## src/rtl/gpio_dp_pkg.sv

```systemverilog
// Shared constants for the dual-window GPIO port: register indices,
// identification bank size and the bus data width.
package gpio_dp_pkg;
    localparam int BUS_W    = 32;
    localparam int IX_DATA  = 0;
    localparam int IX_DIR   = 1;
    localparam int IX_ALT   = 2;
    localparam int IX_DEN   = 3;
    localparam int IX_ODR   = 4;
    localparam int IX_PUP   = 5;
    localparam int IX_PDN   = 6;
    localparam int NCFG     = 6;   // indices 1..6 are plain config registers
    localparam int IX_ID0   = 8;
    localparam int ID_COUNT = 4;
endpackage

```

## src/rtl/gpio_dp_bus.sv

```systemverilog
// Bus front end. Turns valid/ready requests from either window into one
// register access per request. Fast-window requests complete combinationally.
// Slow-window requests are captured and complete one cycle later.
// Assumes the master holds its request stable until req_ready.
module gpio_dp_bus #(
    parameter int ADDR_W = 8,
    localparam int IDX_W = ADDR_W - 3,
    localparam int DW    = gpio_dp_pkg::BUS_W
) (
    input  logic             clk,
    input  logic             rst_n,
    input  logic             clk_en,
    input  logic             win_fast_sel,
    input  logic             req_valid,
    input  logic             req_write,
    input  logic [ADDR_W-1:0] req_addr,
    input  logic [DW-1:0]    req_wdata,
    input  logic [DW-1:0]    rd_value,
    output logic             req_ready,
    output logic [DW-1:0]    rsp_rdata,
    output logic             acc_wr,
    output logic [IDX_W-1:0] acc_idx,
    output logic [DW-1:0]    acc_wdata,
    output logic             leg_busy
);
    logic             addr_fast;
    logic [IDX_W-1:0] addr_idx;
    logic             live_now;
    logic             fast_now;
    logic             leg_start;
    logic             p_write;
    logic             p_live;
    logic [IDX_W-1:0] p_idx;
    logic [DW-1:0]    p_wdata;

    assign addr_fast = req_addr[ADDR_W-1];
    assign addr_idx  = req_addr[ADDR_W-2:2];
    assign live_now  = clk_en && (addr_fast == win_fast_sel);
    assign fast_now  = req_valid && !leg_busy && addr_fast;
    assign leg_start = req_valid && !leg_busy && !addr_fast;

    // Capture a slow-window request and hold it for its completion cycle.
    always_ff @(posedge clk) begin
        if (!rst_n) begin
            leg_busy <= 1'b0;
            p_write  <= 1'b0;
            p_live   <= 1'b0;
            p_idx    <= '0;
            p_wdata  <= '0;
        end else if (leg_start) begin
            leg_busy <= 1'b1;
            p_write  <= req_write;
            p_live   <= live_now;
            p_idx    <= addr_idx;
            p_wdata  <= req_wdata;
        end else if (leg_busy) begin
            leg_busy <= 1'b0;
        end
    end

    // Select which request drives the register file this cycle.
    always_comb begin
        acc_idx   = leg_busy ? p_idx : addr_idx;
        acc_wdata = leg_busy ? p_wdata : req_wdata;
        acc_wr    = 1'b0;
        rsp_rdata = '0;
        req_ready = fast_now || leg_busy;
        if (fast_now) begin
            acc_wr = req_write && live_now;
            if (live_now) rsp_rdata = rd_value;
        end else if (leg_busy) begin
            acc_wr = p_write && p_live;
            if (p_live) rsp_rdata = rd_value;
        end
    end
endmodule

```

## src/rtl/gpio_dp_regs.sv

```systemverilog
// Register file: output data, six configuration registers, an input
// synchroniser stage and the read-only identification bank.
// Assumes N_PINS <= 32 and indices as defined in gpio_dp_pkg.
module gpio_dp_regs #(
    parameter int               N_PINS     = 8,
    parameter int               IDX_W      = 5,
    parameter logic [N_PINS-1:0] DEBUG_MASK = N_PINS'(4'hF),
    parameter logic [31:0]      ID_MAGIC   = 32'h4750_0000,
    localparam int              DW         = gpio_dp_pkg::BUS_W
) (
    input  logic              clk,
    input  logic              rst_n,
    input  logic              acc_wr,
    input  logic [IDX_W-1:0]  acc_idx,
    input  logic [DW-1:0]     acc_wdata,
    input  logic [N_PINS-1:0] pin_in,
    output logic [DW-1:0]     rd_value,
    output logic [N_PINS-1:0] q_data,
    output logic [N_PINS-1:0] q_dir,
    output logic [N_PINS-1:0] q_alt,
    output logic [N_PINS-1:0] q_den,
    output logic [N_PINS-1:0] q_odr,
    output logic [N_PINS-1:0] q_pup,
    output logic [N_PINS-1:0] q_pdn
);
    import gpio_dp_pkg::*;

    logic [N_PINS-1:0] cfg_q [NCFG];
    logic [N_PINS-1:0] pin_q;
    int unsigned       idx_u;

    assign idx_u = 32'(acc_idx);

    // Output data register.
    always_ff @(posedge clk) begin
        if (!rst_n)                          q_data <= '0;
        else if (acc_wr && idx_u == IX_DATA) q_data <= acc_wdata[N_PINS-1:0];
    end

    // Configuration registers; debug pins reset into alternate, enabled state.
    always_ff @(posedge clk) begin
        if (!rst_n) begin
            for (int k = 0; k < NCFG; k++) begin
                cfg_q[k] <= ((k + 1 == IX_ALT) || (k + 1 == IX_DEN)) ? DEBUG_MASK : '0;
            end
        end else if (acc_wr) begin
            for (int k = 0; k < NCFG; k++) begin
                if (idx_u == 32'(k + 1)) cfg_q[k] <= acc_wdata[N_PINS-1:0];
            end
        end
    end

    // One-stage sample of the input pins.
    always_ff @(posedge clk) begin
        if (!rst_n) pin_q <= '0;
        else        pin_q <= pin_in;
    end

    assign q_dir = cfg_q[IX_DIR-1];
    assign q_alt = cfg_q[IX_ALT-1];
    assign q_den = cfg_q[IX_DEN-1];
    assign q_odr = cfg_q[IX_ODR-1];
    assign q_pup = cfg_q[IX_PUP-1];
    assign q_pdn = cfg_q[IX_PDN-1];

    // Read multiplexer over pins, config registers and identification words.
    always_comb begin
        rd_value = '0;
        if (idx_u == IX_DATA) begin
            rd_value[N_PINS-1:0] = pin_q;
        end else if (idx_u >= 1 && idx_u <= NCFG) begin
            rd_value[N_PINS-1:0] = cfg_q[idx_u-1];
        end else if (idx_u >= IX_ID0 && idx_u < IX_ID0 + ID_COUNT) begin
            rd_value = ID_MAGIC | (idx_u - IX_ID0);
        end
    end
endmodule

```

## src/rtl/gpio_dp_pad.sv

```systemverilog
// Per-pin pad control: chooses peripheral, push-pull, open-drain or
// undriven behaviour from the configuration bits. Purely combinational.
module gpio_dp_pad #(
    parameter int N_PINS = 8
) (
    input  logic [N_PINS-1:0] q_data,
    input  logic [N_PINS-1:0] q_dir,
    input  logic [N_PINS-1:0] q_alt,
    input  logic [N_PINS-1:0] q_den,
    input  logic [N_PINS-1:0] q_odr,
    input  logic [N_PINS-1:0] q_pup,
    input  logic [N_PINS-1:0] q_pdn,
    input  logic [N_PINS-1:0] alt_oe,
    input  logic [N_PINS-1:0] alt_out,
    output logic [N_PINS-1:0] pad_oe,
    output logic [N_PINS-1:0] pad_out,
    output logic [N_PINS-1:0] pad_pu,
    output logic [N_PINS-1:0] pad_pd
);
    for (genvar i = 0; i < N_PINS; i++) begin : g_pin
        // Drive decision for pin i.
        always_comb begin
            pad_oe[i]  = 1'b0;
            pad_out[i] = 1'b0;
            if (q_den[i]) begin
                if (q_alt[i]) begin
                    pad_oe[i]  = alt_oe[i];
                    pad_out[i] = alt_out[i];
                end else if (q_dir[i]) begin
                    if (q_odr[i]) begin
                        pad_oe[i]  = !q_data[i];
                    end else begin
                        pad_oe[i]  = 1'b1;
                        pad_out[i] = q_data[i];
                    end
                end
            end
        end
        assign pad_pu[i] = q_den[i] & q_pup[i];
        assign pad_pd[i] = q_den[i] & q_pdn[i];
    end
endmodule

```

## src/rtl/gpio_dual_port.sv

```systemverilog
// Top level of one GPIO port behind two bus windows. Wires the bus front
// end, register file and pad control together. Assumes ADDR_W = 8 layout
// (window bit on top, word index below, byte bits ignored).
module gpio_dual_port #(
    parameter int                N_PINS     = 8,
    parameter int                ADDR_W     = 8,
    parameter logic [N_PINS-1:0] DEBUG_MASK = N_PINS'(4'hF),
    parameter logic [31:0]       ID_MAGIC   = 32'h4750_0000
) (
    input  logic              clk,
    input  logic              rst_n,
    input  logic              clk_en,
    input  logic              win_fast_sel,
    input  logic              req_valid,
    input  logic              req_write,
    input  logic [ADDR_W-1:0] req_addr,
    input  logic [31:0]       req_wdata,
    output logic              req_ready,
    output logic [31:0]       rsp_rdata,
    input  logic [N_PINS-1:0] pin_in,
    input  logic [N_PINS-1:0] alt_oe,
    input  logic [N_PINS-1:0] alt_out,
    output logic [N_PINS-1:0] pad_oe,
    output logic [N_PINS-1:0] pad_out,
    output logic [N_PINS-1:0] pad_pu,
    output logic [N_PINS-1:0] pad_pd
);
    localparam int IDX_W = ADDR_W - 3;

    logic              acc_wr;
    logic [IDX_W-1:0]  acc_idx;
    logic [31:0]       acc_wdata;
    logic [31:0]       rd_value;
    logic              leg_busy;
    logic              addr_fast;
    logic [N_PINS-1:0] q_data, q_dir, q_alt, q_den, q_odr, q_pup, q_pdn;

    assign addr_fast = req_addr[ADDR_W-1];

    gpio_dp_bus #(.ADDR_W(ADDR_W)) u_bus (
        .clk(clk), .rst_n(rst_n), .clk_en(clk_en), .win_fast_sel(win_fast_sel),
        .req_valid(req_valid), .req_write(req_write), .req_addr(req_addr),
        .req_wdata(req_wdata), .rd_value(rd_value), .req_ready(req_ready),
        .rsp_rdata(rsp_rdata), .acc_wr(acc_wr), .acc_idx(acc_idx),
        .acc_wdata(acc_wdata), .leg_busy(leg_busy)
    );

    gpio_dp_regs #(.N_PINS(N_PINS), .IDX_W(IDX_W), .DEBUG_MASK(DEBUG_MASK),
                   .ID_MAGIC(ID_MAGIC)) u_regs (
        .clk(clk), .rst_n(rst_n), .acc_wr(acc_wr), .acc_idx(acc_idx),
        .acc_wdata(acc_wdata), .pin_in(pin_in), .rd_value(rd_value),
        .q_data(q_data), .q_dir(q_dir), .q_alt(q_alt), .q_den(q_den),
        .q_odr(q_odr), .q_pup(q_pup), .q_pdn(q_pdn)
    );

    gpio_dp_pad #(.N_PINS(N_PINS)) u_pad (
        .q_data(q_data), .q_dir(q_dir), .q_alt(q_alt), .q_den(q_den),
        .q_odr(q_odr), .q_pup(q_pup), .q_pdn(q_pdn), .alt_oe(alt_oe),
        .alt_out(alt_out), .pad_oe(pad_oe), .pad_out(pad_out),
        .pad_pu(pad_pu), .pad_pd(pad_pd)
    );
endmodule

```

## config.mk

```make
export PLATFORM = sky130hd
export DESIGN_NAME = gpio_dual_port
export DESIGN_NICKNAME = d
export VERILOG_FILES = /design/src/rtl/gpio_dp_pkg.sv /design/src/rtl/gpio_dp_bus.sv /design/src/rtl/gpio_dp_regs.sv /design/src/rtl/gpio_dp_pad.sv /design/src/rtl/gpio_dual_port.sv
export SDC_FILE = /design/constraint.sdc
export NUM_CORES = 1
export LEC_CHECK = 0
export ABC_AREA = 1
export BUFFER_PORTS_ARGS = -buffer_cell sky130_fd_sc_hd__buf_2
export CAP_MARGIN = 20
export CORE_MARGIN = 3
export CORE_UTILIZATION = 55
export CTS_CLUSTER_SIZE = 8
export DETAILED_ROUTE_END_ITERATION = 8
export PLACE_DENSITY = 0.8
export SLEW_MARGIN = 20
export SYNTH_ARGS = -nofsm -noshare
export SYNTH_HDL_FRONTEND = slang
export SYNTH_HIERARCHICAL = 1
export SYNTH_SLANG_ARGS = --single-unit
```

## constraint.sdc

```tcl
create_clock -name clk -period 8.8 [get_ports clk]
set_clock_uncertainty 0.05 [all_clocks]
set_input_delay 1.76 -clock clk [delete_from_list [all_inputs] [get_ports clk]]
set_output_delay 1.76 -clock clk [all_outputs]
set_load 0.02 [all_outputs]
```

### Word-level counts from Yosys, hierarchy flattened

Memories as Yosys holds them, arrays and structs flattened.
Index checks and enable logic that the tools add are counted.

* add/subtract/negate cells: 2
* $lt $le $gt $ge: 4
* eq/ne operators: 7
* muxes and demuxes: 109
* bitwise operators: 22
* reductions and logical operators: 21

Operators with widths (number)
* 32-bit 2-to-1 mux: 5
* 1-bit 2-to-1 mux: 92
* 8-bit 2-to-1 mux: 9
* 24-bit 2-to-1 mux: 2
* 32-bit zero test: 1
* 1-bit bitwise AND: 16
* 5-bit by 3-bit == test with 1-bit output (second input constant): 3
* 5-bit by 2-bit == test with 1-bit output (second input constant): 2
* 1-bit zero test: 10
* 1-bit logical AND: 9
* 1-bit OR: 6
* 5-bit by 4-bit subtractor with 6-bit output (second input constant): 1
* 5-bit by 1-bit == test with 1-bit output (second input constant): 1
* 5-bit by 1-bit >= comparator with 1-bit output (second input constant): 1
* 5-bit by 4-bit >= comparator with 1-bit output (second input constant): 1
* 5-bit by 3-bit <= comparator with 1-bit output (second input constant): 1
* 5-bit by 4-bit < comparator with 1-bit output (second input constant): 1
* 5-bit 2-to-1 mux: 1
* 3-bit by 1-bit subtractor with 3-bit output (second input constant): 1
* 1-bit == test: 1
* 1-bit logical OR: 1

* flip-flop bits (word level): 32
* memory bits (writable): 48
* input bits: 70
* output and inout port bits: 65
* logic and storage cells: 173
* memories kept: 1

Memories
* u_regs.cfg_q: depth 6, bits a word 8, read ports 7, clocked after memory_dff 0, write ports 6, RTL line gpio_dp_regs.sv:28 `logic [N_PINS-1:0] cfg_q [NCFG];`

### Depth between registers and ports, before layout

Gate-level depths: netlist of the first run.

* word-level depth: 9
* gate-level depth with buffers: 21
* depth with buffers taken out: 17

### Modules after synthesis

Netlist of the first run, hierarchy kept.

By module, submodules not included
* gpio_dp_regs: times used 1, cells an instance 412, area an instance 3474.6 um2, sequential area each 1761.7 um2
* gpio_dp_bus: times used 1, cells an instance 415, area an instance 2353.5 um2, sequential area each 800.8 um2
* gpio_dp_pad: times used 1, cells an instance 128, area an instance 540.5 um2, sequential area each 0.0 um2

### Worst setup path before layout of the first run

No wires, ideal clock.

* kind: input -> output
* from: in req_addr[2]
* to: out rsp_rdata[10]
* arrival time: 4.674 ns
* data required time: 6.990 ns
* setup slack: 2.316 ns
* cell stages on the path: 14
* buffers on the path: 4
* cell sequence: nand2_1 > o21ai_0 > buf_4 > inv_4 > buf_6 > buf_6 > ha_1 > nand2_1 > nand2_1 > nand3_2 > nor3_1 > buf_4 > inv_1 > a21oi_1

* word-level cells in the longest chain between the ends: 9
* elaborated cells between the ends (all ways): 16
* classes of those cells: add/sub: 1; order compare: 4; mux: 8; reduce/logical: 3

RTL lines
* start, declared: RTL line gpio_dual_port.sv:16 `input logic [ADDR_W-1:0] req_addr,`
* 5-bit 2-to-1 mux *: RTL line gpio_dp_bus.sv:63 `acc_idx = leg_busy ? p_idx : addr_idx;`
* net acc_idx[0]: RTL line gpio_dual_port.sv:31 `logic [IDX_W-1:0] acc_idx;`
* 5-bit by 4-bit >= comparator with 1-bit output / 5-bit by 4-bit < comparator with 1-bit output (equally long branches): RTL line gpio_dp_regs.sv:73 `end else if (idx_u >= IX_ID0 && idx_u < IX_ID0 + ID_COUNT) begin`
* 1-bit logical AND: RTL line gpio_dp_regs.sv:73
* 32-bit 2-to-1 mux: RTL line gpio_dp_regs.sv:73
* 24-bit 2-to-1 mux: RTL line gpio_dp_regs.sv:71 `end else if (idx_u >= 1 && idx_u <= NCFG) begin`
* 24-bit 2-to-1 mux *: RTL line gpio_dp_regs.sv:69 `if (idx_u == IX_DATA) begin`
* net rd_value[10]: RTL line gpio_dual_port.sv:33 `logic [31:0] rd_value;`
* 32-bit 2-to-1 mux: RTL line gpio_dp_bus.sv:73 `if (p_live) rsp_rdata = rd_value;`
* 32-bit 2-to-1 mux: RTL line gpio_dp_bus.sv:71 `end else if (leg_busy) begin`
* 32-bit 2-to-1 mux *: RTL line gpio_dp_bus.sv:68 `if (fast_now) begin`
* end, declared: RTL line gpio_dual_port.sv:19 `output logic [31:0] rsp_rdata,`

Mark *: on every way through the listed nets, which the timed path passes. The rest lies on a longest branch.

### Final worst setup path of the first run

* from: in req_addr[5]
* to: out rsp_rdata[18]

* word-level cells in the longest chain between the ends: 9
* elaborated cells between the ends (all ways): 16
* classes of those cells: add/sub: 1; order compare: 4; mux: 8; reduce/logical: 3

RTL lines (RTL line)
* 5-bit 2-to-1 mux *: gpio_dp_bus.sv:63
* net acc_idx[3]: gpio_dual_port.sv:31
* 5-bit by 4-bit >= comparator with 1-bit output / 5-bit by 4-bit < comparator with 1-bit output (equally long branches): gpio_dp_regs.sv:73
* 1-bit logical AND: gpio_dp_regs.sv:73
* 32-bit 2-to-1 mux: gpio_dp_regs.sv:73
* 24-bit 2-to-1 mux: gpio_dp_regs.sv:71
* 24-bit 2-to-1 mux *: gpio_dp_regs.sv:69
* 32-bit 2-to-1 mux: gpio_dp_bus.sv:73
* 32-bit 2-to-1 mux: gpio_dp_bus.sv:71
* 32-bit 2-to-1 mux *: gpio_dp_bus.sv:68

Marks and branches as above.

==> results.md, run 1 <==
* Status: finished clean
* Hold Path Class: flop to flop
* LEAKAGE at 3.05 nW
* CP startpoint: req_addr[5]
* DRC Markers at 0
* Worst-path clk slew at 0.08 ns
* FF+latch area at 0.00208 mm²
* Min cycle time layout at 6.58 ns
* Total Power at 0.868 mW
* Period utilisation layout at 74.8%
* H-tree Lvls at 3
* Area of the multi-input gates at 0.00217 mm²
* Clk root buf: clkbuf_8
* Peak supply drop at 0.0000965 V
* PwrDens at 150 mW/mm²
* Crit path capture: rsp_rdata[18]
* Iter 0 DRT Violations at 378
* Die area at 0.0107 mm²
* Routed wire per std cell at 13.2 µm
* Placed Instances at 941
* Avg Inst Size Synth at 6.86 µm²
* Critical path capture point type: output pin
* Clock Latency Late Sink at 0.35 ns
* Detailed-route via count at 4,801
* Fin. Hold Viols at 0
* Max Cap Viol at 0
* Hold-fix buffers, CTS at 0
* Initial antenna violation count at 0
* Gr usage total at 24.0%
* Drt total wl at 12.6 mm
* Peak fanout along the critical path at 18
* Total grt overflow at 0
* CTS tree: built
* Gpl congestion at 0.876
* Die W at 103 µm
* Sink Count at 80
* Yosys warns at 6
* Reg2reg setup slack at 5.63 ns
* Nets@finish at 904
* Crit path DAT at 4.77 ns
* Maximum clock path buffer count at 2
* Post-route ant nets at 0
* Worst Max-Slew Pin Slew at 1.01 ns
* Diodes inserted at 0
* I/O Buffers at 108
* Layout area overhead at 10.9%
* First-pass GRT wire length at 19.8 mm
* Fmax at 0.152 GHz
* Synthesized area at 0.00521 mm²
* Critical path launch point type: input pin
* Core Rows at 34
* Final instance area at 0.00578 mm²
* Syn nets at 837
* Setup repair bufs after CTS at 0
* CTS buffer count at 9
* Worst Reg-to-Reg Cells at 5
* Slew Viols, Final at 0
* Share of layout cells above drive strength 1 at 20.2%
* Worst Path Required at 6.99 ns
* Setup CP Type: input pin to output pin
* Initial Utilization at 58.1%
* Hold_ws at 0.470 ns
* Largest net degree at the start of global routing at 45
* Reg2reg end: u_regs/cfg_q[4][5]
* Reg2reg start: u_bus/leg_busy
* RSZ-0062 raised after global routing: no
* Drt pass-1 iters at 5
* Final TNS setup at 0 ns
* Gate Count Post-Synth at 760
* Core Region at 0.00898 mm²
* Vias/cell at 5.01
* Non-filler cells, final at 958
* Placed cell areas at 0.00556 mm²
* Hpwl dp at 9.17 mm
* Setup violations, final at 0
* Relative slew margins at 31.8%
* Fillers at 778
* Io pins at 135
* Post-CTS resize count at 0
* Die height at 103 µm
* Vias in the first global route at 4,315
## power by group
part	switching, mW	total (mW)	internal (mW)
registers	0.00738	0.416	0.409
logic	0.106	0.153	0.0473
clock network	0.138	0.299	0.161
## per-layer routing
| metal | track usage, % | part of all wire [%] |
|---|---|---|
| met1 | 30.8 | 41 |
| met4 | 8.86 | 1.6 |
| met2 | 40.3 | 49 |
| met3 | 4.43 | 8.2 |
| met5 | 0 | 0 |
## per-stage QoR
step | setup slack [ns] | utilization (%)
global placement | 2.53 | 61.9
global route | 1.82 | 64.4
finish | 2.22 | 64.4
floorplan | 2.32 | -
detailed placement | 2.28 | 61.9
CTS | 2.28 | 64.3
## layout make-up
cell class | count | area share (%)
multi-input cells | 473 | 37.6
flip-flops and latches | 80 | 36.0
repair buffers | 113 | 10.0
inverters | 150 | 9.91
well taps | 126 | 2.73
clock buffers | 10 | 2.21
clock inverters | 6 | 1.56
## critical path, cell delays in order
cell and delay (ns):
buf_2 0.10, nand2_1 0.05, o21ai_0 0.39, inv_1 0.22, ha_1 0.35, o21ai_0 0.37
nand3_2 0.22, nor3_2 0.82, inv_1 0.12, a21oi_1 0.16, buf_2 0.20
## registers in the layout, summed over array words and instances, names as in the netlist
register	cells
u_bus/p_write	1
u_regs/q_data	8
u_bus/p_live	1
u_regs/pin_q	8
u_regs/cfg_q	48
u_bus/p_idx	5
u_bus/p_wdata	8
u_bus/leg_busy	1
## layout by cell type, fill, tap and decap left out, drive strengths merged
cell      instances
nand3            19
inv             151
xnor2             1
a22oi             3
nand2           227
o21ai            35
a21oi            57
buf             113
clkbuf           10
o211ai            3
dfxtp            32
nand4             5
clkinv            1
nor2            110
bufinv            2
a31oi             3
clkinvlp          2
nor3              3
ha                7
edfxtp           48
## worst min-delay path by stage
stage	startpoint	endpoint	cells past startpoint
final	u_bus/p_wdata[7]	u_bus/p_wdata[7]	4
after CTS	u_bus/p_wdata[2]	u_bus/p_wdata[2]	4
after floorplan	u_bus/p_wdata[7]	u_bus/p_wdata[7]	4
after global routing	u_bus/p_wdata[3]	u_bus/p_wdata[3]	4
after global placement	u_bus/p_idx[3]	u_bus/p_idx[3]	4
after detailed placement	u_bus/p_wdata[2]	u_bus/p_wdata[2]	4
(Power assumes the default switching activity.)
==> run 2, diff against run 1 <==
--- a/config.mk
+++ b/config.mk
@@ -9,10 +9,10 @@
 export BUFFER_PORTS_ARGS = -buffer_cell sky130_fd_sc_hd__buf_2
 export CAP_MARGIN = 20
 export CORE_MARGIN = 3
-export CORE_UTILIZATION = 55
+export CORE_UTILIZATION = 51
 export CTS_CLUSTER_SIZE = 8
 export DETAILED_ROUTE_END_ITERATION = 8
-export PLACE_DENSITY = 0.8
+export PLACE_DENSITY = 0.78
 export SLEW_MARGIN = 20
 export SYNTH_ARGS = -nofsm -noshare
 export SYNTH_HDL_FRONTEND = slang
==> constraint.sdc (replaced) <==
create_clock -name clk -period 5.7 [get_ports clk]
set_clock_uncertainty 0.05 [all_clocks]
set_input_delay 1.14 -clock clk [delete_from_list [all_inputs] [get_ports clk]]
set_output_delay 1.14 -clock clk [all_outputs]
set_load 0.02 [all_outputs]
==> run 2 against run 1 <==
  * Cell count rose by 1.1%
  * Combinational power rose by 54%
  * Critical path type is now flop to output pin
  * Largest cell class unchanged
  * Count of clock-buffer cells in the layout rose by 5
  * Via count fell by 4.1%
  * Worst setup slack got worse by 1.5 ns
  * Power rose by 50%
  * Sequential cell count did not move
  * First-iteration DRC count fell by 14%
  * Clock power rose by 41%
  * Routed wire length fell by 5.5%
==> results.md, run 2 (same netlist as run 1, synthesis figures left out) <==
* Status: finished clean
* Cells along the critical path: inv_2 -> o21ai_0 -> inv_1 -> ha_1 -> o21ai_0 -> nand3_2 -> nor3_1 -> inv_1 -> a21oi_1 -> buf_2
* Diodes inserted at 0
* Nets@finish at 908
* Largest Register: u_regs/cfg_q
* Family with the most delay on the worst path: compound AO/OA/AOI/OAI gates
* CP peak stage delay at 0.84 ns
* Switch share at 28.7%
* Gr usage total at 21.1%
* Crit path DAT at 3.81 ns
* Setup CP Type: flop to output pin
* P_int at 0.927 mW
* Commonest cells after routing, fill and taps aside: nand2_1, inv_1, buf_2, nor2_1, a21oi_1
* Core Region at 0.00986 mm²
* Clk root buf: clkbuf_8
* Gate power share at 18.1%
* Io pins at 135
* Hold_ws at 0.466 ns
* Initial Utilization at 52.9%
* Sw Pwr at 0.373 mW
* RSZ-0062 raised after global routing: no
* Period utilisation layout at 87.7%
* CP max-delay cell: o21ai_0
* Critical path launch point type: flop
* Core Rows at 36
* Setup repair bufs after CTS at 0
* Die W at 107 µm
* Drt total wl at 11.9 mm
* Layout area overhead at 11.4%
* Slew Viols, Final at 0
* Peak supply drop at 0.000123 V
* Worst Max-Slew Pin Slew at 1.00 ns
* Hold-fix buffers, CTS at 0
* Drt pass-1 iters at 5
* Relative slew margins at 32.4%
* Initial antenna violation count at 0
* Post-CTS resize count at 0
* Max Cap Viol at 0
* Die height at 107 µm
* Clk pwr share at 32.6%
* CTS tree: built
* LEAKAGE at 3.07 nW
* Min cycle time layout at 5.00 ns
* Fin. Hold Viols at 0
* Setup violations, final at 0
* Post-route ant nets at 0
* Vias in the first global route at 4,093
* Iter 0 DRT Violations at 325
* Detailed-route via count at 4,605
* Hpwl dp at 8.71 mm
* CTS buffer count at 9
* Maximum clock path buffer count at 2
* Hold Path Class: flop to flop
* Die area at 0.0115 mm²
* First-pass GRT wire length at 19.3 mm
* Worst-path clk slew at 0.08 ns
* Routed wire per std cell at 12.3 µm
* Max reg flops at 48
* DRC Markers at 0
* CP Buf/Inv Count at 4
* Critical path capture point type: output pin
* Gpl congestion at 0.870
* PwrDens at 224 mW/mm²
* H-tree Lvls at 3
* Commonest non-fill, non-tap cell in the layout: nand2_1
* Vias/cell at 4.75
* Fmax at 0.200 GHz
* Share of layout cells above drive strength 1 at 20.5%
* Sink Count at 80
* Final TNS setup at 0 ns
* Total grt overflow at 0
* Largest net degree at the start of global routing at 45
* Clock Latency Late Sink at 0.35 ns
* Flop pwr share at 49.4%
* Worst Path Required at 4.51 ns
* I/O Buffers at 108
* Peak fanout along the critical path at 28
run 2: cell type report:
cell class                      count  area, µm²
Clock inverter                      1       7.51
Fill cell                         947       4060
Multi-Input combinational cell    473       2170
Clock buffer                       15        198
Inverter                          150        573
Timing Repair Buffer              117        608
Tap cell                          133        166
Sequential cell                    80       2080
run 2: final timing paths:
kind / startpoint / cells after the start / end / slack, ns
max: u_bus/leg_busy / 10 / rsp_rdata[20] / 0.70
max reg2reg: u_bus/leg_busy / 6 / u_regs/cfg_q[5][3] / 2.47
min: u_bus/p_wdata[0] / 4 / u_bus/p_wdata[0] / 0.47
min reg2reg: u_bus/p_wdata[0] / 4 / u_bus/p_wdata[0] / 0.47
run 2: per-stage QoR:
step | instance area (µm²) | util [%] | power (mW) | instances | setup WS (ns)
after floorplan | 5210 | - | 0.838 | 760 | 0.456
after global placement | 5600 | 56.8 | 0.884 | 953 | 0.878
after detailed placement | 5600 | 56.8 | 0.887 | 953 | 0.798
after CTS | 5810 | 58.9 | 1.30 | 969 | 0.668
after global routing | 5810 | 58.9 | 1.36 | 969 | 0.160
final | 5810 | 58.9 | 1.30 | 969 | 0.700
run 2: worst register-to-register path: cells and delay by family (launching register included):
kind	cells	cell delay, ns
compound gates	2	1.45
simple gates	3	0.84
flops	1	0.34
buf+inv	1	0.26
run 2: power groups by stage:
stage          logic, mW  registers (mW)  clock network [mW]
3_3_place_gp       0.230           0.655                   0
2_1_floorplan      0.186           0.652                   0
4_1_cts            0.234           0.642               0.426
6_report           0.235           0.642               0.423
5_1_grt            0.266           0.644               0.448
3_5_place_dp       0.232           0.655                   0
run 2: per-layer routing:
layer	wire length [µm]	global-route usage, %
met5	0	0
met4	172	5.48
met3	842	3.97
met2	5570	34.4
met1	5340	28.9
==> run 3, diff against run 2 <==
--- a/config.mk
+++ b/config.mk
@@ -5,16 +5,14 @@
 export SDC_FILE = /design/constraint.sdc
 export NUM_CORES = 1
 export LEC_CHECK = 0
-export ABC_AREA = 1
-export BUFFER_PORTS_ARGS = -buffer_cell sky130_fd_sc_hd__buf_2
+export BUFFER_PORTS_ARGS = -buffer_cell sky130_fd_sc_hd__buf_4
 export CAP_MARGIN = 20
 export CORE_MARGIN = 3
-export CORE_UTILIZATION = 51
+export CORE_UTILIZATION = 47
 export CTS_CLUSTER_SIZE = 8
 export DETAILED_ROUTE_END_ITERATION = 8
-export PLACE_DENSITY = 0.78
+export PLACE_DENSITY = 0.77
 export SLEW_MARGIN = 20
 export SYNTH_ARGS = -nofsm -noshare
 export SYNTH_HDL_FRONTEND = slang
-export SYNTH_HIERARCHICAL = 1
 export SYNTH_SLANG_ARGS = --single-unit
==> run 3 against run 2 <==
  * Synthesized area is 15% lower
  * Combinational power is 21% lower
  * Routed wire length is 10% lower
  * Highest routed layer unchanged
  * Global-route usage is 0.30 points lower
  * Clock power is 6.6% higher
  * Utilization is 1.1 points higher
  * Largest cell class is now registers
  * Final area is 7.7% lower
  * Sequential share of layout area is 3.0 points higher
  * Non-clock buffer count is 5 lower
  * Synthesized cell count is 42% lower
  * Critical endpoint is now rsp_rdata[7]
  * Cell count is 34% lower
  * Worst hold slack worse by 0.049 ns
==> results.md, run 3 <==
* Drt pass-1 iters at 5
* Gr usage total at 20.8%
* Gate Count Post-Synth at 440
* LEAKAGE at 2.28 nW
* CTS tree: built
* Final TNS setup at 0 ns
* Layout area overhead at 21.1%
* Min cycle time layout at 4.64 ns
* Max Cap Viol at 0
* Total grt overflow at 0
* Fmax at 0.216 GHz
* I/O Buffers at 108
* Area fraction of the dominant cell type after synthesis at 32.6%
* Setup repair bufs after CTS at 0
* Top post-synthesis cells by count: nand2_1, nor2_1, edfxtp_1
* Post-CTS resize count at 0
* Final instance area at 0.00536 mm²
* Multiplexer area fraction after synthesis at 9.65%
* Share of layout cells above drive strength 1 at 28.5%
* Clk pwr share at 35.2%
* Synth area leaders: edfxtp_1, dfxtp_1, nand2_1
* Sw Pwr at 0.324 mW
* Setup ws final at 1.06 ns
* WL met3 at 672 µm
* Core Region at 0.00893 mm²
* Iter 0 DRT Violations at 192
* Avg Inst Size Synth at 10.1 µm²
* Drt total wl at 10.7 mm
* Core Rows at 34
* Sink Count at 80
* RSZ-0062 raised after global routing: no
* Io pins at 135
* Vias/cell at 5.53
* Routed wire per std cell at 16.7 µm
* Commonest cells after routing, fill and taps aside: buf_4, nand2_1, nor2_1, edfxtp_1, and2_1
* Yosys cell types at 50
* Register area share after synthesis at 47.1%
* Top layer in use: met4
* Synthesized area at 0.00442 mm²
* Clock Latency Late Sink at 0.34 ns
* Gate power share at 14.5%
* PwrDens at 239 mW/mm²
* Largest area contributor in the netlist: edfxtp_1
* Metal2 WL at 5.35 mm
* Setup violations, final at 0
* Largest Register: u_regs.cfg_q
* Most frequent cell after synthesis: nand2_1
* Gpl congestion at 0.960
* Max reg flops at 48
* H-tree Lvls at 3
* Nets@finish at 603
* Critical path capture point type: output pin
* Setup Slack @ Placement at 1.06 ns
* Die area at 0.0106 mm²
* Commonest non-fill, non-tap cell in the layout: buf_4
* Vias in the first global route at 3,393
* Synth Area in Simple Gates at 23.4%
* Worst-path clk slew at 0.07 ns
* Hold_ws at 0.417 ns
* Adder-Cell Fraction of Synth Area at 2.26%
* Initial antenna violation count at 0
* Hpwl dp at 8.02 mm
* FF+latch count, synth at 80
* Largest net degree at the start of global routing at 47
* Hold-fix buffers, CTS at 0
* Maximum clock path buffer count at 2
* Die height at 103 µm
* Critical path launch point type: input pin
* Initial Utilization at 49.5%
* Main combinational cell family by area after synthesis: simple AND/OR/NAND/NOR gates
* Setup CP Type: input pin to output pin
* Post-route ant nets at 0
* Async set-or-reset flop fraction in the synthesized netlist at 0%
* Diodes inserted at 0
* Switch share at 25.3%
* CTS buffer count at 9
* Crit path DAT at 3.45 ns
* Met1 wire length at 4.49 mm
* Relative slew margins at 33.7%
* Yosys warns at 0
* Worst Path Required at 4.51 ns
* Die W at 103 µm
* Peak fanout along the critical path at 13
* Slew Viols, Final at 0
* Status: finished clean
* Peak supply drop at 0.000129 V
* EDFF count, synth at 48
* DRC Markers at 0
* Worst Max-Slew Pin Slew at 0.989 ns
* P_int at 0.959 mW
* Total Power at 1.28 mW
* Flop pwr share at 50.3%
* Detailed-route via count at 3,527
* Post-Synth XOR/XNOR Area at 0.198%
* Fin. Hold Viols at 0
* Syn nets at 518
* Period utilisation layout at 81.4%
* Placed cell areas at 0.00514 mm²
* Ys flop type: edfxtp_1
* Hold Path Class: flop to flop
* Compound-cell area share of the yosys netlist at 11.3%
* First-pass GRT wire length at 16.8 mm
* Clk root buf: clkbuf_8
==> run 3: power by group through the flow <==
| stage | Sequential (mW) | Combinational, mW | Clock (mW) |
|---|---|---|---|
| after global routing | 0.648 | 0.202 | 0.478 |
| after floorplan | 0.653 | 0.118 | 0 |
| after CTS | 0.645 | 0.187 | 0.451 |
| after detailed placement | 0.659 | 0.186 | 0 |
| final | 0.646 | 0.186 | 0.451 |
| after global placement | 0.657 | 0.181 | 0 |
==> run 3: path summary, 6_finish.rpt <==
path / start / slack [ns] / to / cells past startpoint
setup / recovery: req_addr[2] / 1.06 / rsp_rdata[7] / 9
hold / removal: u_bus.p_wdata[6] / 0.42 / u_bus.p_wdata[6] / 2
setup reg to reg: u_bus.leg_busy / 2.72 / u_regs.q_data[7] / 7
hold reg to reg: u_bus.p_wdata[6] / 0.42 / u_bus.p_wdata[6] / 2
==> run 3: metrics by stage <==
stage                     util [%]  cells
final                         60.0    638
after floorplan                  -    440
after global placement        57.6    622
after CTS                     60.0    638
after detailed placement      57.6    622
after global routing          60.0    638
==> run 3: final cells by class <==
type / count / area [µm²]
fill: 768 / 3580
sequential: 80 / 2080
multi-input combinational: 317 / 2070
timing repair buffer: 112 / 841
tap: 108 / 135
clock buffer: 10 / 128
clock inverter: 6 / 85.1
inverter: 5 / 18.8
==> run 3: per-layer routing <==
layer	track usage (%)	up-vias
met1	26.6	1676
li1	-	1700
met5	0	-
met2	36.2	136
met4	6.87	0
met3	2.77	15
==> run 3: cell families after synthesis <==
kind of cell | count (synthesis)
fa+ha+maj | 8
flops | 80
simple gates | 212
compound gates | 66
mux | 30
xor+xnor | 1
buf+inv | 43
==> run 3: worst max-delay path, cell delays in order <==
cell	delay [ns]
buf_4	0.12
mux2i_4	0.48
inv_1	0.19
ha_1	0.31
and3_1	0.19
o2111ai_1	0.45
a211oi_1	0.11
a211o_1	0.29
buf_4	0.16
